<file path="config.mk">
export PLATFORM = sky130hd
export DESIGN_NAME = spi_fifo_irq
export DESIGN_NICKNAME = d
export VERILOG_FILES = /design/src/rtl/spi_fifo_irq.sv
export SDC_FILE = /design/constraint.sdc
export NUM_CORES = 1
export LEC_CHECK = 0
export BUFFER_PORTS_ARGS = -buffer_cell sky130_fd_sc_hd__buf_4
export CAP_MARGIN = 5
export CORE_ASPECT_RATIO = 1.2
export CORE_MARGIN = 8
export CORE_UTILIZATION = 58
export CTS_BUF_LIST = sky130_fd_sc_hd__clkbuf_4 sky130_fd_sc_hd__clkbuf_8
export DETAILED_ROUTE_END_ITERATION = 7
export PLACE_DENSITY = 0.74
export SYNTH_ARGS = -nofsm -noshare
export SYNTH_HDL_FRONTEND = slang
export SYNTH_SLANG_ARGS = --single-unit
</file>
<file path="constraint.sdc">
create_clock -name clk -period 10.7 [get_ports clk]
set_input_delay 2.675 -clock clk [delete_from_list [all_inputs] [get_ports clk]]
set_output_delay 2.675 -clock clk [all_outputs]
set_load 0.03 [all_outputs]
</file>
<file path="src/rtl/spi_fifo_irq.sv">
module spi_fifo_irq #(
  parameter int DW    = 32,
  parameter int DEPTH = 8,
  parameter int AW    = 3
) (
  input  logic          clk,
  input  logic          rst_n,
  input  logic          bus_wr,
  input  logic          bus_rd,
  input  logic [AW-1:0] bus_addr,
  input  logic [DW-1:0] bus_wdata,
  output logic [DW-1:0] bus_rdata,
  output logic          tx_valid,
  output logic [DW-1:0] tx_data,
  input  logic          tx_take,
  input  logic          shifter_idle,
  input  logic          rx_push,
  input  logic [DW-1:0] rx_data,
  output logic          irq
);
  localparam int PW = $clog2(DEPTH);
  localparam int CW = $clog2(DEPTH + 1);
  localparam logic [AW-1:0] A_CTL  = AW'(0);
  localparam logic [AW-1:0] A_STAT = AW'(1);
  localparam logic [AW-1:0] A_IEN  = AW'(2);
  localparam logic [AW-1:0] A_IFLG = AW'(3);
  localparam logic [AW-1:0] A_DATA = AW'(4);

  logic [DW-1:0] tx_mem [DEPTH];
  logic [DW-1:0] rx_mem [DEPTH];
  logic [PW-1:0] tx_wp, tx_rp, rx_wp, rx_rp;
  logic [CW-1:0] tx_cnt, rx_cnt;
  logic [3:0]    tx_thr, rx_thr;
  logic          en_rc, en_ov;
  logic          rc_flag, ov_flag, td_flag, td_prev;

  function automatic logic [PW-1:0] nxt(input logic [PW-1:0] p);
    return (32'(p) == DEPTH - 1) ? '0 : p + 1'b1;
  endfunction

  wire wr_ctl  = bus_wr && bus_addr == A_CTL;
  wire wr_ien  = bus_wr && bus_addr == A_IEN;
  wire wr_clr  = bus_wr && bus_addr == A_IFLG;
  wire wr_data = bus_wr && bus_addr == A_DATA;
  wire rd_data = bus_rd && bus_addr == A_DATA;

  wire tx_flush = wr_ctl && bus_wdata[12];
  wire rx_flush = wr_ctl && bus_wdata[4];
  wire tx_full  = 32'(tx_cnt) == DEPTH;
  wire rx_full  = 32'(rx_cnt) == DEPTH;
  wire rx_nempty = rx_cnt != '0;

  wire tx_push = wr_data && !tx_full;
  wire tx_pop  = tx_take && tx_valid;
  wire rx_pop  = rd_data && rx_nempty;
  wire rx_acc  = rx_push && (!rx_full || rx_pop);
  wire ov_evt  = rx_push && rx_full && !rx_pop && !rx_flush;
  wire thr_hit = rx_thr != 4'd0 && 32'(rx_cnt) >= 32'(rx_thr);
  wire td_cond = tx_cnt == '0 && shifter_idle;

  assign tx_valid = tx_cnt != '0;
  assign tx_data  = tx_mem[tx_rp];
  assign irq      = (rc_flag && en_rc) || (ov_flag && en_ov);

  always_ff @(posedge clk) begin
    if (!rst_n || tx_flush) begin
      tx_wp <= '0; tx_rp <= '0; tx_cnt <= '0;
    end else begin
      if (tx_push) begin
        tx_mem[tx_wp] <= bus_wdata;
        tx_wp <= nxt(tx_wp);
      end
      if (tx_pop) tx_rp <= nxt(tx_rp);
      tx_cnt <= tx_cnt + CW'(tx_push) - CW'(tx_pop);
    end
  end

  always_ff @(posedge clk) begin
    if (!rst_n || rx_flush) begin
      rx_wp <= '0; rx_rp <= '0; rx_cnt <= '0;
    end else begin
      if (rx_acc) begin
        rx_mem[rx_wp] <= rx_data;
        rx_wp <= nxt(rx_wp);
      end
      if (rx_pop) rx_rp <= nxt(rx_rp);
      rx_cnt <= rx_cnt + CW'(rx_acc) - CW'(rx_pop);
    end
  end

  always_ff @(posedge clk) begin
    if (!rst_n) begin
      tx_thr <= '0; rx_thr <= '0; en_rc <= 1'b0; en_ov <= 1'b0;
      rc_flag <= 1'b0; ov_flag <= 1'b0; td_flag <= 1'b0; td_prev <= 1'b1;
    end else begin
      if (wr_ctl) begin
        tx_thr <= bus_wdata[11:8];
        rx_thr <= bus_wdata[3:0];
      end
      if (wr_ien) begin
        en_rc <= bus_wdata[3];
        en_ov <= bus_wdata[0];
      end
      td_prev <= td_cond;
      rc_flag <= (rc_flag && !(wr_clr && bus_wdata[3])) || thr_hit;
      ov_flag <= (ov_flag && !(wr_clr && bus_wdata[0])) || ov_evt;
      td_flag <= (td_flag && !(wr_clr && bus_wdata[4])) || (td_cond && !td_prev);
    end
  end

  always_comb begin
    bus_rdata = '0;
    unique case (bus_addr)
      A_CTL:  begin bus_rdata[11:8] = tx_thr; bus_rdata[3:0] = rx_thr; end
      A_STAT: bus_rdata[0] = rx_nempty;
      A_IEN:  begin bus_rdata[3] = en_rc; bus_rdata[0] = en_ov; end
      A_IFLG: begin
        bus_rdata[9] = thr_hit; bus_rdata[4] = td_flag;
        bus_rdata[3] = rc_flag; bus_rdata[0] = ov_flag;
      end
      A_DATA: if (rx_nempty) bus_rdata = rx_mem[rx_rp];
      default: bus_rdata = '0;
    endcase
  end
endmodule

</file>
== Yosys cells after proc, flatten, opt, wreduce, memory -nomap -nowiden ==
Memory sizes are Yosys's and may differ from the RTL's. A register that Yosys moved wholly into a read port is not among the register bits.
Index checks and enable logic that the tools add are counted.
Word-level totals
  output and inout port bits: 66
  memories kept: 2
  logic and storage cells: 105
  flip-flop bits (word level): 34
  input bits: 74
  RAM bits: 512
Memories
  rx_mem: words 8, bits a word 32, rd ports 1, clocked after memory_dff 1, write ports 1, line 30  | logic [DW-1:0] rx_mem [DEPTH];
  tx_mem: words 8, bits a word 32, rd ports 1, clocked after memory_dff 1, write ports 1, line 29  | logic [DW-1:0] tx_mem [DEPTH];
Operators by class
  eq/ne operators: 10
  mux-type cells: 24
  reduce and logical (&&, ||, !) cells: 46
  add/sub/neg operators: 8
  magnitude comparators: 1
Operators with widths (number)
  two-way mux 32 bit: 1
  two-way mux 3 bit: 9
  logical AND 1 bit: 25
  two-way mux 20 bit: 1
  == test 3 bit, second input constant: 5
  adder 3 x 1 -> 3 bit, second input constant: 4
  nonzero test 4 bit: 3
  zero test 1 bit: 9
  adder 4 x 1 -> 4 bit: 2
  == test 4 bit, second input constant: 2
  one-hot mux 2 bit (2 select lines): 2
  subtractor 4 x 1 -> 4 bit: 2
  logical OR 1 bit: 7
  == test 3 x 2 -> 1 bit, second input constant: 2
  two-way mux 1 bit: 6
  one-hot mux 1 bit (5 select lines): 1
  greater-or-equal comparator 4 bit: 1
  zero test 4 bit: 1
  one-hot mux 1 bit (2 select lines): 2
  one-hot mux 1 bit (4 select lines): 1
  == test 3 x 1 -> 1 bit, second input constant: 1
  zero test 3 bit: 1
  one-hot mux 1 bit (3 select lines): 1

== Depth between registers and ports, before layout ==
  depth after elaboration: 8
  gate-level depth with buffers: 12
  depth with buffers taken out: 12

== Worst setup path after synthesis ==
Ideal clock, no wire load.
  path type: input to output
  from: input port bus_addr[0]
  to: output port bus_rdata[0]
  data arrival time: 3.981 ns
  setup slack: 4.044 ns
  required time: 8.025 ns
  stages on the path: 5
  cell sequence: clkbuf_8 or3b_4 a21oi_1 and3_2 a221o_1
Between the ends
  longest elaborated chain between the ends: 2
  elaborated cells between the ends (all ways): 6
  those cells by class: eq/ne (4); mux (1); reduce/logical (1)
Ends and longest elaborated chain
  start: declaration: line 10  | input logic [AW-1:0] bus_addr,
  == test 3 bit (tied with other cells): line 113  | unique case (bus_addr)
  one-hot mux 1 bit (5 select lines) *: line 113
  end: declaration: line 12  | output logic [DW-1:0] bus_rdata,
Mark *: on every way between the ends. The rest lies on a longest branch, timed or not.

== Worst setup path after layout ==
  from: input port bus_addr[1]
  to: output port bus_rdata[0]
The elaborated chain is that of the path after synthesis.

==> results <==
- The critical path class is input pin to primary output.
- The delay of the slowest critical-path stage is 0.70 ns.
- The critical path startpoint category is an input pin.
- The run finished with clean final reports.
- The cell type with the highest occurrence count on the critical path is sky130_fd_sc_hd__buf_4.
- For the worst-skew pair, the clock arrives at the later sink with an insertion delay of 0.61 ns.
- In the final layout, the share of cells above drive strength 1 is 0.375.
- The destination of the critical timing path is bus_rdata[0].
- The maximum vdd ir drop is 0.145 mV.
- The switching power summed over all nets is 1.13 mW.
- For this design the ratio of total power to cell area is 192 mW/mm².
- Setup repair after global routing left no endpoint under its margin.
- The netlist area before placement is 0.0215 mm².
- The final global-route overflow total is 0.
- The fmax is 135 MHz.
- The total number of placement rows is 77.
- For this run, the post-layout net count is 1327.
- The final sum of negative setup slack is 0 ns.
- For this run, the register share of the synthesized area comes to 0.753.
- Measured along the x axis, the die boundary spans 192 µm.
- By area the synthesized netlist is led by sky130_fd_sc_hd__edfxtp_1 (72%), sky130_fd_sc_hd__mux4_2 (13%), sky130_fd_sc_hd__dfxtp_1 (3.7%).
- The synthesized design contains 512 enable-type register cells.
- In the routed layout, each cell is associated on average with a via count of 5.84.
- The placed wire-length estimate after detailed placement is 24300 µm.
- The synthesis-to-layout area growth is 15.4%.
- The number of pins exceeding their max-slew limit in the final report was 0.
- The cell with the largest stage delay on the worst path is sky130_fd_sc_hd__nor2_1.
- The final estimated routing congestion in global placement is 0.794.
- The cell count after synthesis is 1027.
- The number of cells upsized or downsized after cts is 0.
- The max-slew headroom at the worst pin is 0.315.
- The share of Yosys cell area claimed by the top area cell type is 0.715.
- The die is 227 µm tall.
- The worst slack at placement is 3.19 ns.
- The repair_antennas step left the layout with diodes totalling 0.
- The sequential cell fraction of total power is 0.513.
- The switching part of the total is 0.238.
- The reg-to-reg setup timing slack is 7.78 ns.
- Buffers inserted to repair hold after CTS numbered 0.
- Of the total power, combinational logic draws 0.138.
- The DRC violation count after routing is 0.
- The worst endpoint data arrival time is 4.73 ns.
- The clock tree from TritonCTS is done.
- The signal on the critical path passes through buf_4 > nor3b_1 > nand2_2 > nor2_1 > a221o_1 > buf_4.
- The count of buffers added on input and output ports is 139.
- In this run the most critical hold path is launched from td_flag$_SDFF_PN0_.
- The required time reported for the critical path endpoint is 8.03 ns.
- For this block, the via count after detailed routing is 10300.
- The floorplan die area is 0.0435 mm².
- For this run, the detailed router's first-pass iteration total came to 5.
- The global routing usage summed across all routing layers is 0.195.
- Setup slack closes at 3.30 ns.
- The setup skew after layout is 0.0306 ns.
- The total area inside the core boundary comes to 0.0367 mm².
- The depth of the CTS H-tree is 3.
- The share of synthesized registers carrying an async set or reset is 0.
- The internal power contribution is 3.63 mW.
- The tightest min-delay check is of the flip-flop to flip-flop type.
- The number of nets with antenna violations after routing is 0.
- After synthesis, the mean cell area works out to 20.9 µm².
- The origin of the critical flop-to-flop path is tx_cnt[2]$_SDFF_PP0_.
- The top fanout value on the critical path is 26.
- Buffers added to address setup during post-CTS repair amount to 0.
- The first-pass GRT wire length is 63700 µm.
- The number of setup violations in the final report is 0.
- Tracing the worst setup path back leads to its startpoint at bus_addr[1].
- The worst register-to-register path ends at tx_mem[2][4]$_DFFE_PP_.
- The pin slew with the least headroom to its limit is 1.03 ns.
- The minimum clock period is 7.40 ns.
- The number of buffers added by the clock tree synthesis step is 83.
- The flip-flop cell with the highest count after synthesis is sky130_fd_sc_hd__edfxtp_1.
- The total clock sinks is 552.
- The tree is rooted in a sky130_fd_sc_hd__clkbuf_8.
- The fraction of power consumed by the clock network is 0.348.
- The capturing element type of the critical path is a primary output.
- The number of global-route vias before repair is 11200.
- The number of antenna violations at the first check in global routing is 2.
- The clock transition at the registers of the reported paths is 0.06 ns.
- The initial utilization of the core area, before any placement, comes to 0.586.
- The I/O pin count is 140.
- The portion of the clock cycle consumed by the worst path in the final layout is 0.692.
- The overall routed net length is 41300 µm.
- In this run the deepest clock path goes through 3 buffers.
- After detailed routing, the average wire length per cell comes to 23.5 µm.
- The number of register bits inferred by synthesis is 552.
- The leakage power is 8.09 nW.
- For this block, the initial DRC count from the detailed router was 566.
- The number of warnings printed during yosys synthesis is 0.
- The synthesized netlist net count is 1126.
- The hold violation count in the final report is 0.
- The number of cells on the worst reg-to-reg path is 7.
- The unique cell type count in the Yosys netlist is 55.
- The maximum number of pins on one net before global-route repair is 65.
- Max-cap violations in this run came to 0.
- The cell type with the highest aggregate area in the netlist is sky130_fd_sc_hd__edfxtp_1.
==> power groups by stage <==
stage,registers [mW],clock network (mW),logic (mW)
after floorplan,2.47,0,0.484
after global placement,2.49,0,0.661
after detailed placement,2.49,0,0.671
after CTS,2.45,1.70,0.674
after global routing,2.45,1.79,0.716
final,2.45,1.66,0.660
==> synth_stat cells, types with 2 or more instances <==
| library cell | n |
|---|---|
| sky130_fd_sc_hd__mux4_1 | 2 |
| sky130_fd_sc_hd__nor3_2 | 3 |
| sky130_fd_sc_hd__a21o_1 | 4 |
| sky130_fd_sc_hd__or2_2 | 2 |
| sky130_fd_sc_hd__nand2_1 | 37 |
| sky130_fd_sc_hd__mux2i_1 | 29 |
| sky130_fd_sc_hd__o31ai_1 | 2 |
| sky130_fd_sc_hd__or3b_4 | 2 |
| sky130_fd_sc_hd__buf_1 | 3 |
| sky130_fd_sc_hd__a211oi_1 | 3 |
| sky130_fd_sc_hd__nor3b_1 | 2 |
| sky130_fd_sc_hd__nand2b_1 | 3 |
| sky130_fd_sc_hd__o21ai_0 | 2 |
| sky130_fd_sc_hd__o22ai_1 | 2 |
| sky130_fd_sc_hd__a41o_1 | 2 |
| sky130_fd_sc_hd__buf_8 | 2 |
| sky130_fd_sc_hd__mux2_2 | 34 |
| sky130_fd_sc_hd__a22oi_1 | 2 |
| sky130_fd_sc_hd__xnor2_1 | 2 |
| sky130_fd_sc_hd__clkbuf_1 | 20 |
| sky130_fd_sc_hd__a21oi_1 | 22 |
| sky130_fd_sc_hd__fa_1 | 2 |
| sky130_fd_sc_hd__dfxtp_1 | 40 |
| sky130_fd_sc_hd__ha_1 | 23 |
| sky130_fd_sc_hd__edfxtp_1 | 512 |
| sky130_fd_sc_hd__nor3_1 | 3 |
| sky130_fd_sc_hd__inv_1 | 24 |
| sky130_fd_sc_hd__nand3_1 | 9 |
| sky130_fd_sc_hd__buf_4 | 2 |
| sky130_fd_sc_hd__buf_2 | 16 |
| sky130_fd_sc_hd__clkbuf_8 | 2 |
| sky130_fd_sc_hd__or3_1 | 4 |
| sky130_fd_sc_hd__nor2_1 | 50 |
| sky130_fd_sc_hd__a221o_1 | 6 |
| sky130_fd_sc_hd__nand4_2 | 2 |
| sky130_fd_sc_hd__and3_1 | 6 |
| sky130_fd_sc_hd__xor2_1 | 2 |
| sky130_fd_sc_hd__mux4_2 | 127 |
==> stage by stage <==
step	cell area [µm²]	hold WS [ns]	total power, mW	std cells	utilization
floorplan	21500	0.436	2.95	1027	-
global placement	23200	0.451	3.15	1617	0.632
detailed placement	23200	0.460	3.16	1617	0.632
CTS	24800	0.469	4.82	1759	0.676
global route	24800	0.498	4.96	1759	0.676
finish	24800	0.466	4.76	1759	0.676
==> worst max-delay path: cells and delay by family <==
| kind | cells | cell delay [ns] |
|---|---|---|
| and+or+nand+nor | 3 | 1.45 |
| buffers and inverters | 2 | 0.33 |
| AOI/OAI and AO/OA | 1 | 0.28 |
==> final cells by class <==
class                   count  area (µm²)
multi-input cells         405        5100
fillers                  2315       11900
well taps                 474         593
clock inverters            33         220
inverters                  24        90.1
repair buffers            162        1220
clock buffers             109        1390
flip-flops and latches    552       16200
==> per-layer routing <==
metal | GRT usage | wire length, µm | up-vias
met3 | 0.0452 | 2300 | 79
li1 | - | - | 4603
met1 | 0.226 | 15900 | 5326
met5 | 0 | 27 | -
met2 | 0.351 | 22000 | 265
met4 | 0.0671 | 994 | 4
==> worst min path at each step <==
stage / endpoint / slack (ns) / depth (start not counted)
6_report: td_flag$_SDFF_PN0_ / 0.47 / 2
5_1_grt: td_flag$_SDFF_PN0_ / 0.50 / 2
4_1_cts: td_flag$_SDFF_PN0_ / 0.47 / 2
3_5_place_dp: td_flag$_SDFF_PN0_ / 0.46 / 2
3_3_place_gp: td_flag$_SDFF_PN0_ / 0.45 / 2
2_1_floorplan: td_flag$_SDFF_PN0_ / 0.44 / 2
==> sequential cells by signal (all words and copies together) (netlist names), 3 cells and up, named ones only <==
name	cells
rx_thr	4
tx_rp	3
tx_cnt	4
tx_wp	3
rx_rp	3
rx_mem	256
tx_thr	4
tx_mem	256
rx_cnt	4
rx_wp	3
==> cells by family after synthesis <==
family | after synthesis | synth area share
mux | 192 | 0.167
simple gates | 135 | 0.0311
compound gates | 49 | 0.0167
xor+xnor | 4 | 0.00163
flops | 552 | 0.753
fa+ha+maj | 25 | 0.0153
buf+inv | 70 | 0.0158
==> cells in the final DEF (no fill, tap or decap), drive strengths merged, types with 3 or more instances in the layout <==
cell type and n:
edfxtp 512, buf 162, mux4 129, clkbuf 109, nor2 50, dfxtp 40
nand2 38, mux2 34, mux2i 29, clkinv 29, inv 24, ha 23
a21oi 22, nand3 9, and3 7, a221o 6, nor3 6, a21o 4
or3 4, nand2b 4, a211oi 4, or3b 4, bufinv 3, nand4 3
No activity file was read; power rests on OpenSTA's default activity.
